File: config.mk
export PLATFORM = sky130hd
export DESIGN_NAME = lut_dot_serial
export DESIGN_NICKNAME = d
export VERILOG_FILES = /design/src/rtl/lds_pkg.sv /design/src/rtl/lds_ctrl.sv /design/src/rtl/lds_table.sv /design/src/rtl/lds_accum.sv /design/src/rtl/lut_dot_serial.sv
export SDC_FILE = /design/constraint.sdc
export NUM_CORES = 1
export LEC_CHECK = 0
export BUFFER_PORTS_ARGS = -buffer_cell sky130_fd_sc_hd__buf_2
export CAP_MARGIN = 20
export CORE_MARGIN = 2
export CORE_UTILIZATION = 62
export DETAILED_ROUTE_END_ITERATION = 8
export GPL_ROUTABILITY_DRIVEN = 0
export PLACE_DENSITY = 0.8
export SLEW_MARGIN = 5
export SYNTH_ARGS = -nofsm -noshare
export SYNTH_HDL_FRONTEND = slang
export SYNTH_SLANG_ARGS = --single-unit
File: constraint.sdc
create_clock -name clk -period 4.9 [get_ports clk]
set_clock_uncertainty 0.05 [all_clocks]
set_input_delay 0.49 -clock clk [delete_from_list [all_inputs] [get_ports clk]]
set_output_delay 0.49 -clock clk [all_outputs]
set_load 0.02 [all_outputs]
File: src/rtl/lds_pkg.sv
package lds_pkg;
    localparam int LDS_FULL       = 0;
    localparam int LDS_SPLIT_DUAL = 1;
    localparam int LDS_SPLIT_SEQ  = 2;

    typedef enum logic [1:0] {
        LDS_IDLE = 2'd0,
        LDS_RUN  = 2'd1,
        LDS_HALF = 2'd2
    } lds_state_e;
endpackage

File: src/rtl/lds_ctrl.sv
module lds_ctrl
    import lds_pkg::*;
#(
    parameter int M_BITS  = 2,
    parameter bit TWO_CYC = 1'b0
) (
    input  logic clk,
    input  logic rst_n,
    input  logic in_valid,
    input  logic in_start,
    output logic acc_step,
    output logic acc_clr,
    output logic half_latch,
    output logic start_acc,
    output logic slice_ready,
    output logic busy,
    output logic done
);
    localparam int CNT_W = $clog2(M_BITS + 1);

    typedef struct packed {
        lds_state_e       state;
        logic [CNT_W-1:0] cnt;
        logic             first;
        logic             done;
    } ctl_t;

    ctl_t             q, d;
    logic [CNT_W-1:0] cnt_nx;

    always_comb begin
        d          = q;
        d.done     = 1'b0;
        acc_step   = 1'b0;
        acc_clr    = 1'b0;
        half_latch = 1'b0;
        start_acc  = 1'b0;
        cnt_nx     = q.cnt;
        case (q.state)
            LDS_IDLE: begin
                if (in_valid && in_start) begin
                    start_acc = 1'b1;
                    if (TWO_CYC) begin
                        half_latch = 1'b1;
                        d.first    = 1'b1;
                        d.state    = LDS_HALF;
                    end else begin
                        acc_step = 1'b1;
                        acc_clr  = 1'b1;
                    end
                end
            end
            LDS_RUN: begin
                if (in_valid) begin
                    if (TWO_CYC) begin
                        half_latch = 1'b1;
                        d.state    = LDS_HALF;
                    end else begin
                        acc_step = 1'b1;
                    end
                end
            end
            LDS_HALF: begin
                acc_step = 1'b1;
                acc_clr  = q.first;
                d.first  = 1'b0;
            end
            default: d.state = LDS_IDLE;
        endcase
        if (acc_step) begin
            cnt_nx = acc_clr ? CNT_W'(1) : q.cnt + 1'b1;
            if (cnt_nx == CNT_W'(M_BITS)) begin
                d.cnt   = '0;
                d.done  = 1'b1;
                d.state = LDS_IDLE;
            end else begin
                d.cnt   = cnt_nx;
                d.state = LDS_RUN;
            end
        end
    end

    always_ff @(posedge clk) begin
        if (!rst_n) q <= '{state: LDS_IDLE, cnt: '0, first: 1'b0, done: 1'b0};
        else        q <= d;
    end

    assign slice_ready = (q.state != LDS_HALF);
    assign busy        = (q.state != LDS_IDLE);
    assign done        = q.done;

    // the result pulse coincides with the return to idle
    p_done_idle_r4: assert property (@(posedge clk) disable iff (!rst_n)
        done |-> !busy);
    // the pulse follows an accumulation step
    p_done_after_step_r4: assert property (@(posedge clk) disable iff (!rst_n)
        done |-> $past(acc_step));
    // never more than M slices per result
    p_cnt_bound_r2: assert property (@(posedge clk) disable iff (!rst_n)
        q.cnt < CNT_W'(M_BITS));
    // the second read phase lasts one cycle
    p_half_once_r9: assert property (@(posedge clk) disable iff (!rst_n)
        (q.state == LDS_HALF) |=> (q.state != LDS_HALF));
endmodule

File: src/rtl/lds_table.sv
module lds_table
    import lds_pkg::*;
#(
    parameter int N_IN  = 4,
    parameter int W_W   = 32,
    parameter int SPLIT = 0
) (
    input  logic            clk,
    input  logic            rst_n,
    input  logic            wr_en,
    input  logic [N_IN-1:0] wr_addr,
    input  logic [W_W-1:0]  wr_data,
    input  logic [N_IN-1:0] rd_slice,
    input  logic            half_latch,
    output logic [W_W-1:0]  rd_word
);
    localparam int LO_W = N_IN / 2;
    localparam int HI_W = N_IN - LO_W;

    generate
        if (SPLIT == LDS_FULL) begin : g_full
            localparam int DEPTH = 1 << N_IN;
            logic [W_W-1:0] mem_q [DEPTH];
            logic [W_W-1:0] mem_d [DEPTH];
            logic           unused_latch;

            assign unused_latch = half_latch;

            always_comb begin
                mem_d = mem_q;
                if (wr_en) mem_d[wr_addr] = wr_data;
            end

            always_ff @(posedge clk) begin
                if (!rst_n) begin
                    for (int i = 0; i < DEPTH; i++) mem_q[i] <= '0;
                end else begin
                    mem_q <= mem_d;
                end
            end

            assign rd_word = mem_q[rd_slice];
        end else if (SPLIT == LDS_SPLIT_DUAL) begin : g_dual
            localparam int LO_D = 1 << LO_W;
            localparam int HI_D = 1 << HI_W;
            logic [W_W-1:0]  lo_q [LO_D];
            logic [W_W-1:0]  lo_d [LO_D];
            logic [W_W-1:0]  hi_q [HI_D];
            logic [W_W-1:0]  hi_d [HI_D];
            logic [HI_W-1:0] w_idx;
            logic            w_grp;
            logic            unused_bits;

            assign unused_bits = half_latch ^ (^wr_addr);
            assign w_grp = wr_addr[N_IN-1];
            assign w_idx = wr_addr[HI_W-1:0];

            always_comb begin
                lo_d = lo_q;
                hi_d = hi_q;
                if (wr_en) begin
                    if (w_grp) hi_d[w_idx]           = wr_data;
                    else       lo_d[w_idx[LO_W-1:0]] = wr_data;
                end
            end

            always_ff @(posedge clk) begin
                if (!rst_n) begin
                    for (int i = 0; i < LO_D; i++) lo_q[i] <= '0;
                    for (int i = 0; i < HI_D; i++) hi_q[i] <= '0;
                end else begin
                    lo_q <= lo_d;
                    hi_q <= hi_d;
                end
            end

            assign rd_word = lo_q[rd_slice[LO_W-1:0]] + hi_q[rd_slice[N_IN-1:LO_W]];
        end else begin : g_seq
            localparam int AW    = HI_W + 1;
            localparam int DEPTH = 1 << AW;
            logic [W_W-1:0]  mem_q [DEPTH];
            logic [W_W-1:0]  mem_d [DEPTH];
            logic [W_W-1:0]  part_q, part_d;
            logic [HI_W-1:0] hidx_q, hidx_d;
            logic            unused_bits;

            assign unused_bits = ^wr_addr;

            always_comb begin
                mem_d  = mem_q;
                part_d = part_q;
                hidx_d = hidx_q;
                if (wr_en) mem_d[{wr_addr[N_IN-1], wr_addr[HI_W-1:0]}] = wr_data;
                if (half_latch) begin
                    part_d = mem_q[{1'b0, HI_W'(rd_slice[LO_W-1:0])}];
                    hidx_d = rd_slice[N_IN-1:LO_W];
                end
            end

            always_ff @(posedge clk) begin
                if (!rst_n) begin
                    for (int i = 0; i < DEPTH; i++) mem_q[i] <= '0;
                    part_q <= '0;
                    hidx_q <= '0;
                end else begin
                    mem_q  <= mem_d;
                    part_q <= part_d;
                    hidx_q <= hidx_d;
                end
            end

            assign rd_word = part_q + mem_q[{1'b1, hidx_q}];
        end
    endgenerate
endmodule

File: src/rtl/lds_accum.sv
module lds_accum #(
    parameter int W_W    = 32,
    parameter int M_BITS = 2
) (
    input  logic           clk,
    input  logic           rst_n,
    input  logic           step,
    input  logic           clr,
    input  logic [W_W-1:0] word,
    output logic [W_W:0]   mant
);
    localparam int ACC_W = W_W + 1 + M_BITS;

    logic [ACC_W-1:0] acc_q, acc_d;

    always_comb begin
        acc_d = acc_q;
        if (step) acc_d = (clr ? '0 : (acc_q >> 1)) + (ACC_W'(word) << M_BITS);
    end

    always_ff @(posedge clk) begin
        if (!rst_n) acc_q <= '0;
        else        acc_q <= acc_d;
    end

    assign mant = acc_q[ACC_W-1:M_BITS];

    // a first step loads the table word with no earlier residue
    p_clear_load_r3: assert property (@(posedge clk) disable iff (!rst_n)
        (step && clr) |=> (mant == {1'b0, $past(word)}));
endmodule

File: src/rtl/lut_dot_serial.sv
module lut_dot_serial
    import lds_pkg::*;
#(
    parameter int N_IN    = 4,
    parameter int M_BITS  = 2,
    parameter int W_W     = 32,
    parameter int EXP_W   = 8,
    parameter int GUARD_Q = 3,
    parameter int SPLIT   = 0
) (
    input  logic             clk,
    input  logic             rst_n,
    input  logic             tbl_we,
    input  logic [N_IN-1:0]  tbl_addr,
    input  logic [W_W-1:0]   tbl_wdata,
    input  logic [EXP_W-1:0] exp_in,
    input  logic             in_valid,
    input  logic             in_start,
    input  logic [N_IN-1:0]  in_slice,
    output logic             slice_ready,
    output logic             busy,
    output logic             done,
    output logic [W_W:0]     res_mant,
    output logic [EXP_W-1:0] res_exp
);
    localparam bit TWO_CYC = (SPLIT == LDS_SPLIT_SEQ);

    logic             acc_step, acc_clr, half_latch, start_acc, wr_ok;
    logic [W_W-1:0]   word;
    logic [EXP_W-1:0] exp_q, exp_d;

    lds_ctrl #(.M_BITS(M_BITS), .TWO_CYC(TWO_CYC)) i_ctrl (
        .clk(clk), .rst_n(rst_n), .in_valid(in_valid), .in_start(in_start),
        .acc_step(acc_step), .acc_clr(acc_clr), .half_latch(half_latch),
        .start_acc(start_acc), .slice_ready(slice_ready), .busy(busy), .done(done)
    );

    assign wr_ok = tbl_we && !busy && !start_acc;

    lds_table #(.N_IN(N_IN), .W_W(W_W), .SPLIT(SPLIT)) i_table (
        .clk(clk), .rst_n(rst_n), .wr_en(wr_ok), .wr_addr(tbl_addr),
        .wr_data(tbl_wdata), .rd_slice(in_slice), .half_latch(half_latch),
        .rd_word(word)
    );

    lds_accum #(.W_W(W_W), .M_BITS(M_BITS)) i_accum (
        .clk(clk), .rst_n(rst_n), .step(acc_step), .clr(acc_clr),
        .word(word), .mant(res_mant)
    );

    always_comb begin
        exp_d = exp_q;
        if (start_acc) exp_d = exp_in + EXP_W'(GUARD_Q);
    end

    always_ff @(posedge clk) begin
        if (!rst_n) exp_q <= '0;
        else        exp_q <= exp_d;
    end

    assign res_exp = exp_q;

    // an accepted start leaves the block running or finished
    p_start_busy_r5: assert property (@(posedge clk) disable iff (!rst_n)
        start_acc |=> (busy || done));
    // no table word changes under a running computation
    p_no_write_busy_r6: assert property (@(posedge clk) disable iff (!rst_n)
        (busy && tbl_we) |-> !wr_ok);
endmodule

[Yosys cells after proc, flatten, opt, wreduce, memory -nomap -nowiden]
Cells that the tools add are included.
Operators by class
  equality and inequality tests: 5
  muxes and demuxes: 16
  bitwise operators: 2
  add/subtract/negate cells: 3
  reduce and logical (&&, ||, !) cells: 10
  order comparisons: 3
Operators with widths (count)
  512-bit bitwise mux: 1
  32-bit binary-select mux with 4-bit select: 1
  32-bit demux with 4-bit select: 1
  32-bit two-way mux: 3
  35-bit by 34-bit adder with 35-bit output: 1
  34-bit two-way mux: 1
  5-bit greater-or-equal comparator, second input constant: 2
  4-bit inverter with 5-bit output: 2
  8-bit by 2-bit adder with 8-bit output, second input constant: 1
  5-bit by 1-bit < comparator with 1-bit output, second input constant: 1
  2-bit == test, second input constant: 2
  1-bit logical AND: 4
  1-bit two-way mux: 4
  2-bit two-way mux: 2
  4-bit two-way mux: 1
  3-bit two-way mux: 1
  1-bit one-hot mux with 3 select lines: 1
  3-bit OR reduction: 1
  2-bit by 1-bit adder with 2-bit output, second input constant: 1
  2-bit by 1-bit == test with 1-bit output, second input constant: 1
  1-bit zero test: 2
  2-bit zero test: 1
  2-bit by 1-bit != test with 1-bit output, second input constant: 1
  2-bit != test, second input constant: 1
  other kinds (2): 2
Storage, ports and cells
  logic and storage cells: 60
  flip-flop bits (word level): 560
  input port bits: 53

[Depth between registers and ports, before layout]
Gate-level depths: netlist of the first run.
  depth after elaboration: 7
  mapped depth: 13

[Hierarchy]
From an unflattened synthesis of the first run, not the netlist that was laid out.
Unflattened totals
  cells, all modules: 3161
  area total of the unflattened synthesis: 28260.9 um2
Modules (own cells, without submodules)
  lds_table: cells each 2680, sequential area each 10249.8 um2, area each 24508.5 um2, times used 1
  lds_accum: cells each 417, sequential area each 660.6 um2, area each 3159.3 um2, times used 1
  lut_dot_serial: cells each 42, sequential area each 160.2 um2, area each 384.1 um2, times used 1
  lds_ctrl: cells each 22, sequential area each 80.1 um2, area each 209.0 um2, times used 1

[Least setup slack after synthesis of the first run]
Ideal clock, no wire load.
  kind: input port to flip-flop
  start: in in_slice[0]
  end: reg i_accum.acc_q[28]
  path buffers: 2
  setup slack: 0.850 ns
  required time: 4.721 ns
  cell stages on the path: 13
  arrival: 3.871 ns
  cell sequence: clkbuf_1 -> buf_2 -> mux4_2 -> mux4_2 -> ha_1 -> fa_1 -> a21o_1 -> a31o_2 -> a211oi_2 -> o21bai_1 -> a21boi_1 -> xor2_1 -> o21ai_0
On the way
  cells in the longest elaborated chain, start to end: 5
Ends and longest elaborated chain
  start: declaration: RTL line lut_dot_serial.sv:19  | input logic [N_IN-1:0] in_slice,
  4-bit inverter with 5-bit output (not written as such): RTL line lds_table.sv:42  | assign rd_word = mem_q[rd_slice];
  32-bit binary-select mux with 4-bit select: RTL line lds_table.sv:42
  32-bit two-way mux (not written as such) (2 in a row): RTL line lds_table.sv:42
  35-bit by 34-bit adder with 35-bit output: RTL line lds_accum.sv:18  | if (step) acc_d = (clr ? '0 : (acc_q >> 1)) + (ACC_W'(word) << M_BITS);
  end signal: assignment: RTL line lds_accum.sv:22  | if (!rst_n) acc_q <= '0;
  end signal: assignment: RTL line lds_accum.sv:23  | else acc_q <= acc_d;
  end: declaration: RTL line lds_accum.sv:14  | logic [ACC_W-1:0] acc_q, acc_d;
Every way passes these cells. The select of a mux whose other input is x is not followed.
A chain may end at the register's enable or synchronous reset.

[Worst setup path after layout of the first run]
  start: in in_slice[0]
  end: reg i_accum.acc_q[31]
Same word-level chain as after synthesis.

==> flow_summary.toml, run 1 <==
[outcome]
status = "finished clean"

[sta]
min_period_over_period = 0.8078
period_needed_ps = 3958
tightest_slew_ps = 1250
setup_ws_ps = 941.7
setup_viol = 0
setup_tns_ps = 0
drv_slew = 0
relSlewSlack = 0.1670
whs_ps = 77.77
clock.fmax_mhz = 252.6
finalHoldViolCount = 0
rsz0062_at_grt = "no"

[grt]
grt_pass1_vias = 22651
grt_max_degree = 184
grt_pass1_wl_um = 127000
grt-ovfl-total = 0
antenna_found_initial = 6
grt_use_total = 0.3961

[min_path]
hold_path_depth = 2
hp-class = "input pin to register"

[worst_setup_path]
critPathKind = "input pin to register"
cp_max_fo = 24
worst-r2r-setup-slack_ps = 1180
r2r-start = "i_table.g_full.mem_q[0]"
required_ps = 5300
crit_chain = "clkbuf_8 > buf_12 > buf_12 > mux4_2 > mux4_2 > ha_1 > a21oi_1 > o21ai_0 > a2111oi_0 > o32ai_1 > a31oi_1 > xor2_1 > o21ai_0"
cp-startpoint = "in_slice[0]"
crit_path_end = "i_accum.acc_q[31]"
startpoint_type = "input pin"
cpMaxStageDelayCell = "mux4_2"
worstRegToRegCells = 11
max_stage_delay_ps = 530
crit-reg2reg-capture = "i_accum.acc_q[28]"
arrival_ps = 4360
endpoint_kind = "register"

[routing]
first_pass_iters = 6
wl_per_cell_um = 23.88
drc = 0
wl_um = 83680
antenna_left = 0
vias = 22992
via_per_inst = 6.562
drt_iter0_drc = 3187

[die]
die_w_um = 205.2
dieArea_um2 = 42120
start_util = 0.6304
io_pins = 97
std_cell_rows = 73
core_area_um2 = 39820
fp.dieH_um = 205.2

[clock_network]
clockRootBuffer = "clkbuf_16"
h-tree-depth = 2
cts_setup_buffers = 0
clock_sinks = 557
clkLatencyLatePin_ps = 600
cts_hold_buf = 0
cts_made_buffers = 54
ctsResizeCount = 0
tritoncts = "done"
clockBufferDepth = 3
clk_pin_slew_ps = 70

[finish]
final_cell_mix = "nand2_1 (1109), a21oi_1 (564), dfxtp_1 (557), mux4_2 (160), buf_2 (93)"
area_delta_synth_final_pct = 11.11
drive_gt1_frac = 0.1477
multiInputGateArea_um2 = 12980
final_cells = 3504
final_core_util = 0.7005
seq_area_um2 = 11150
fillers = 2826
stdcell_area_um2 = 27890
mostFrequentLayoutCell = "nand2_1"
final_nets = 3017

[power]
fin_total_pwr_mw = 9.737
leakagePower_nw = 9.508
powerDensity_nw_per_um2 = 349.1
ir_drop_uv = 253.0

[flow_run]
drv_cap = 0

[synthesis]
yosysTopAreaCell = "dfxtp_1"
synth_area_leaders = "dfxtp_1 (44%), nand2_1 (17%), mux4_2 (14%)"
syn_inst = 2996
mappedNetlistNets = 3083
async_flop_share = 0
ys_warn_count = 0
yosysTopAreaCellShare = 0.4442
ys_types = 56
synth_area_um2 = 25110
yosysSeqAreaShare = 0.4442
synth_edf_count = 0
ys_ff_latch = 557
ys.flop_type = "dfxtp_1"
synth_area_per_cell_um2 = 8.380

[placed_design]
portBuffers = 95
placed_area_um2 = 25920
post-place-ws_ps = 495.2
hpwl_um = 50090
placed_cells = 3399
-- registers in the layout (all words and copies together) (netlist names) --
name / cells
i_accum.acc_q: 33
i_ctrl.done: 1
i_ctrl.q: 3
i_table.g_full.mem_q: 512
res_exp: 8
-- cell usage after synthesis (all sizes together), types with 2 or more instances --
cell type / n
and2: 6
nand2: 1109
a2111oi: 3
a21oi: 564
nand3: 15
and4: 2
o211a: 2
xnor2: 15
o21a: 3
inv: 6
nand4: 8
a31o: 2
xor2: 17
ha: 33
a31oi: 5
o32ai: 3
nand2b: 3
buf: 40
a21o: 8
clkbuf: 236
nor3: 18
nor2: 50
a211oi: 14
mux4: 160
or3: 4
and3: 6
o21bai: 5
o21ai: 47
nor2b: 35
dfxtp: 557
a21boi: 2
o211ai: 5
-- how the worst min path moves through the flow --
stage	from	slack, ps	to
after detailed placement	i_table.g_full.mem_q[186]	390	i_table.g_full.mem_q[186]
final	exp_in[0]	80	res_exp[0]
after floorplan	i_ctrl.q[3]	370	i_ctrl.done
after global placement	i_ctrl.q[3]	380	i_ctrl.done
after CTS	exp_in[0]	70	res_exp[0]
after global routing	exp_in[0]	80	res_exp[0]
-- layer usage --
| metal | track usage | wire length [µm] | part of all wire |
|---|---|---|---|
| met1 | 0.4795 | 28530 | 0.34 |
| met2 | 0.6225 | 37770 | 0.45 |
| met3 | 0.09424 | 10840 | 0.13 |
| met4 | 0.2837 | 6530 | 0.078 |
| met5 | 0 | 10 | 0.00012 |
-- where the power goes --
part           switching, mW  internal (mW)
logic                  0.404          0.174
clock network           1.83           2.72
registers             0.0294           4.58
-- critical path: cells and delay by family --
family	cells	cell delay (ps)
AO/OA/AOI/OAI	6	1410
XOR/XNOR	1	160
adder cells (fa/ha/maj)	1	410
buffers and inverters	3	810
multiplexers	2	1040
-- kinds of logic (layout without fill, tap and decap cells) --
| logic type | Yosys count | count (layout) | share of synthesized area |
|---|---|---|---|
| AOI/OAI and AO/OA | 670 | 670 | 0.1418 |
| muxes | 161 | 161 | 0.1439 |
| adders and majority gates | 34 | 34 | 0.01724 |
| buffers and inverters | 283 | 260 | 0.04426 |
| other | 1 | 7 | 0.0001494 |
| DFF | 557 | 557 | 0.4442 |
| xor gates and xnor gates | 32 | 32 | 0.01116 |
| and+or+nand+nor | 1258 | 1258 | 0.1973 |
-- layout make-up --
type / count / share of cell area
Inverter: 7 / 0.001211
Timing Repair Buffer: 154 / 0.03938
Clock inverter: 19 / 0.01171
Clock buffer: 80 / 0.05845
Tap cell: 525 / 0.02355
Multi-Input combinational cell: 2156 / 0.4654
Sequential cell: 557 / 0.3997
Antenna cell: 6 / 0.0005383
No activity file was read; power rests on OpenSTA's default activity.
==> run 2: changes to the inputs <==
--- a/config.mk
+++ b/config.mk
@@ -8,10 +8,10 @@
 export BUFFER_PORTS_ARGS = -buffer_cell sky130_fd_sc_hd__buf_2
 export CAP_MARGIN = 20
 export CORE_MARGIN = 2
-export CORE_UTILIZATION = 62
+export CORE_UTILIZATION = 56
 export DETAILED_ROUTE_END_ITERATION = 8
 export GPL_ROUTABILITY_DRIVEN = 0
-export PLACE_DENSITY = 0.8
+export PLACE_DENSITY = 0.76
 export SLEW_MARGIN = 5
 export SYNTH_ARGS = -nofsm -noshare
 export SYNTH_HDL_FRONTEND = slang
==> constraint.sdc (replaced) <==
create_clock -name clk -period 3.49 [get_ports clk]
set_clock_uncertainty 0.05 [all_clocks]
set_input_delay 0.349 -clock clk [delete_from_list [all_inputs] [get_ports clk]]
set_output_delay 0.349 -clock clk [all_outputs]
set_load 0.02 [all_outputs]
==> run 2 against run 1 <==
Non-clock buffer count increased by 147. Global-route usage fell by 3.7 points. Sequential cell count did not move. Routed wire length is 1.4% higher. Setup slack worse by 890 ps. Worst hold slack got worse by 47 ps. Clock power grew 34%. Register-to-register slack got worse by 1100 ps. Clock-buffer cell count increased by 1. Largest cell class unchanged.
==> flow_summary.toml, run 2 (synthesized netlist as in run 1, its figures left out) <==
[grt]
grt_pass1_wl_um = 129300
grt_use_total = 0.3587
grt_pass1_vias = 23175
antenna_found_initial = 3
grt_max_degree = 179
grt-ovfl-total = 0

[routing]
wl_per_cell_um = 22.82
antenna_left = 0
drc = 0
wl_um = 84810
drt_iter0_drc = 3245
first_pass_iters = 6
via_per_inst = 6.299
vias = 23414

[die]
dieArea_um2 = 46540
start_util = 0.5677
std_cell_rows = 77
io_pins = 97
die_w_um = 215.7
fp.dieH_um = 215.7
core_area_um2 = 44220

[sta]
setup_ws_ps = 47.65
finalHoldViolCount = 0
drv_slew = 0
rsz0062_at_grt = "yes"
relSlewSlack = 0.2407
clock.fmax_mhz = 290.5
period_needed_ps = 3442
setup_viol = 0
min_period_over_period = 0.9863
whs_ps = 30.46
tightest_slew_ps = 1139

[worst_setup_path]
cp_max_fo = 5
worst-r2r-setup-slack_ps = 50
required_ps = 3920
cpMaxStageDelayCell = "mux4_2"
critPathKind = "register to register"
endpoint_kind = "register"
startpoint_type = "register"
worstRegToRegCells = 11
max_stage_delay_ps = 550
r2r-start = "i_table.g_full.mem_q[423]"
crit-reg2reg-capture = "i_accum.acc_q[21]"
arrival_ps = 3870
crit_chain = "mux4_2 > mux4_2 > ha_1 > nand2_1 > o21ai_1 > a2111oi_0 > a21oi_1 > buf_4 > a21oi_1 > xor2_1 > o21ai_0"

[placed_design]
post-place-ws_ps = -434.5
portBuffers = 95
hpwl_um = 50120

[finish]
final_cell_mix = "nand2_1 (1109), a21oi_1 (562), dfxtp_1 (557), buf_4 (184), mux4_2 (160)"
regMostFlops = "i_table.g_full.mem_q"
drive_gt1_frac = 0.1899
final_core_util = 0.6577
area_delta_synth_final_pct = 15.85
final_nets = 3165
largest_reg_flops = 512
mostFrequentLayoutCell = "nand2_1"

[clock_network]
clockBufferDepth = 3
clock_sinks = 557
tritoncts = "done"
clockRootBuffer = "clkbuf_16"
clkLatencyLatePin_ps = 630
h-tree-depth = 2
cts_made_buffers = 55
clk_pin_slew_ps = 60

[power]
fin_total_pwr_mw = 13.43
powerDensity_nw_per_um2 = 461.9
ir_drop_uv = 361.5
leakagePower_nw = 10.23

[min_path]
min_to = "res_exp[6]"
hold_path_depth = 3
hp-start = "exp_in[6]"
hp-class = "input pin to register"

[outcome]
status = "finished clean"

[flow_run]
drv_cap = 0
==> run 2: cell types whose count changed in the layout (fill, tap and decap cells not counted), sizes merged <==
cell,previous run,this run
bufinv,8,2
buf,153,297
diode,6,3
dlygate4sd3,0,3
inv,7,10
clkinvlp,2,1
clkinv,9,14
clkbuf,81,82
==> run 2: stage by stage <==
stage | TNS (ps) | instances | area (µm²)
final | 0 | 3717 | 29080
after global routing | -30.55 | 3715 | 29080
after CTS | 0 | 3711 | 29020
after detailed placement | -7605 | 3607 | 27130
after global placement | -5764 | 3607 | 27130
after floorplan | 0 | 2996 | 25270
==> run 2: report_power, final <==
| group | switching (mW) | internal, mW | leakage [nW] |
|---|---|---|---|
| clock | 2.62 | 3.48 | 0.931 |
| sequential | 0.0402 | 6.42 | 4.49 |
| combinational | 0.578 | 0.293 | 4.81 |
| total | 3.24 | 10.2 | 10.2 |
==> run 2: routing by layer <==
layer | up-vias | GRT usage | part of all wire
met2 | 1555 | 0.5638 | 0.45
li1 | 10307 | - | -
met5 | - | 0 | 0
met1 | 11147 | 0.4507 | 0.36
met3 | 405 | 0.08908 | 0.12
met4 | 0 | 0.2083 | 0.064
==> run 2: cell type report <==
class	count	area, µm²
clock buffer	81	1675
inverter	7	33.78
sequential	557	11150
antenna	3	7.507
clock inverter	20	186.4
tap	592	740.7
fill	3433	15140
timing repair buffer	301	2282
multi-input combinational	2156	13010
==> run 2: repair_timing <==
item	4_1_cts	5_1_grt
resized for setup	0	8
endpoints found under the hold margin	3	0
buffers inserted	0	3
hold buffers	3	0
endpoints found under the setup margin	0	10
==> run 2: worst max-delay path by stage <==
stage,endpoint,from
finish,i_accum.acc_q[21],i_table.g_full.mem_q[423]
global route,i_accum.acc_q[21],i_table.g_full.mem_q[7]
CTS,i_accum.acc_q[23],i_table.g_full.mem_q[135]
detailed placement,i_accum.acc_q[23],in_slice[0]
global placement,i_accum.acc_q[30],in_slice[0]
floorplan,i_accum.acc_q[24],in_slice[0]
==> run 2: critical path: cells and delay by family (launching register included) <==
kind            cells  cell delay (ps)
mux                 2             1010
compound gates      5             1030
fa+ha+maj           1              410
xor+xnor            1              160
simple gates        1              120
buf+inv             1              190
flops               1              320
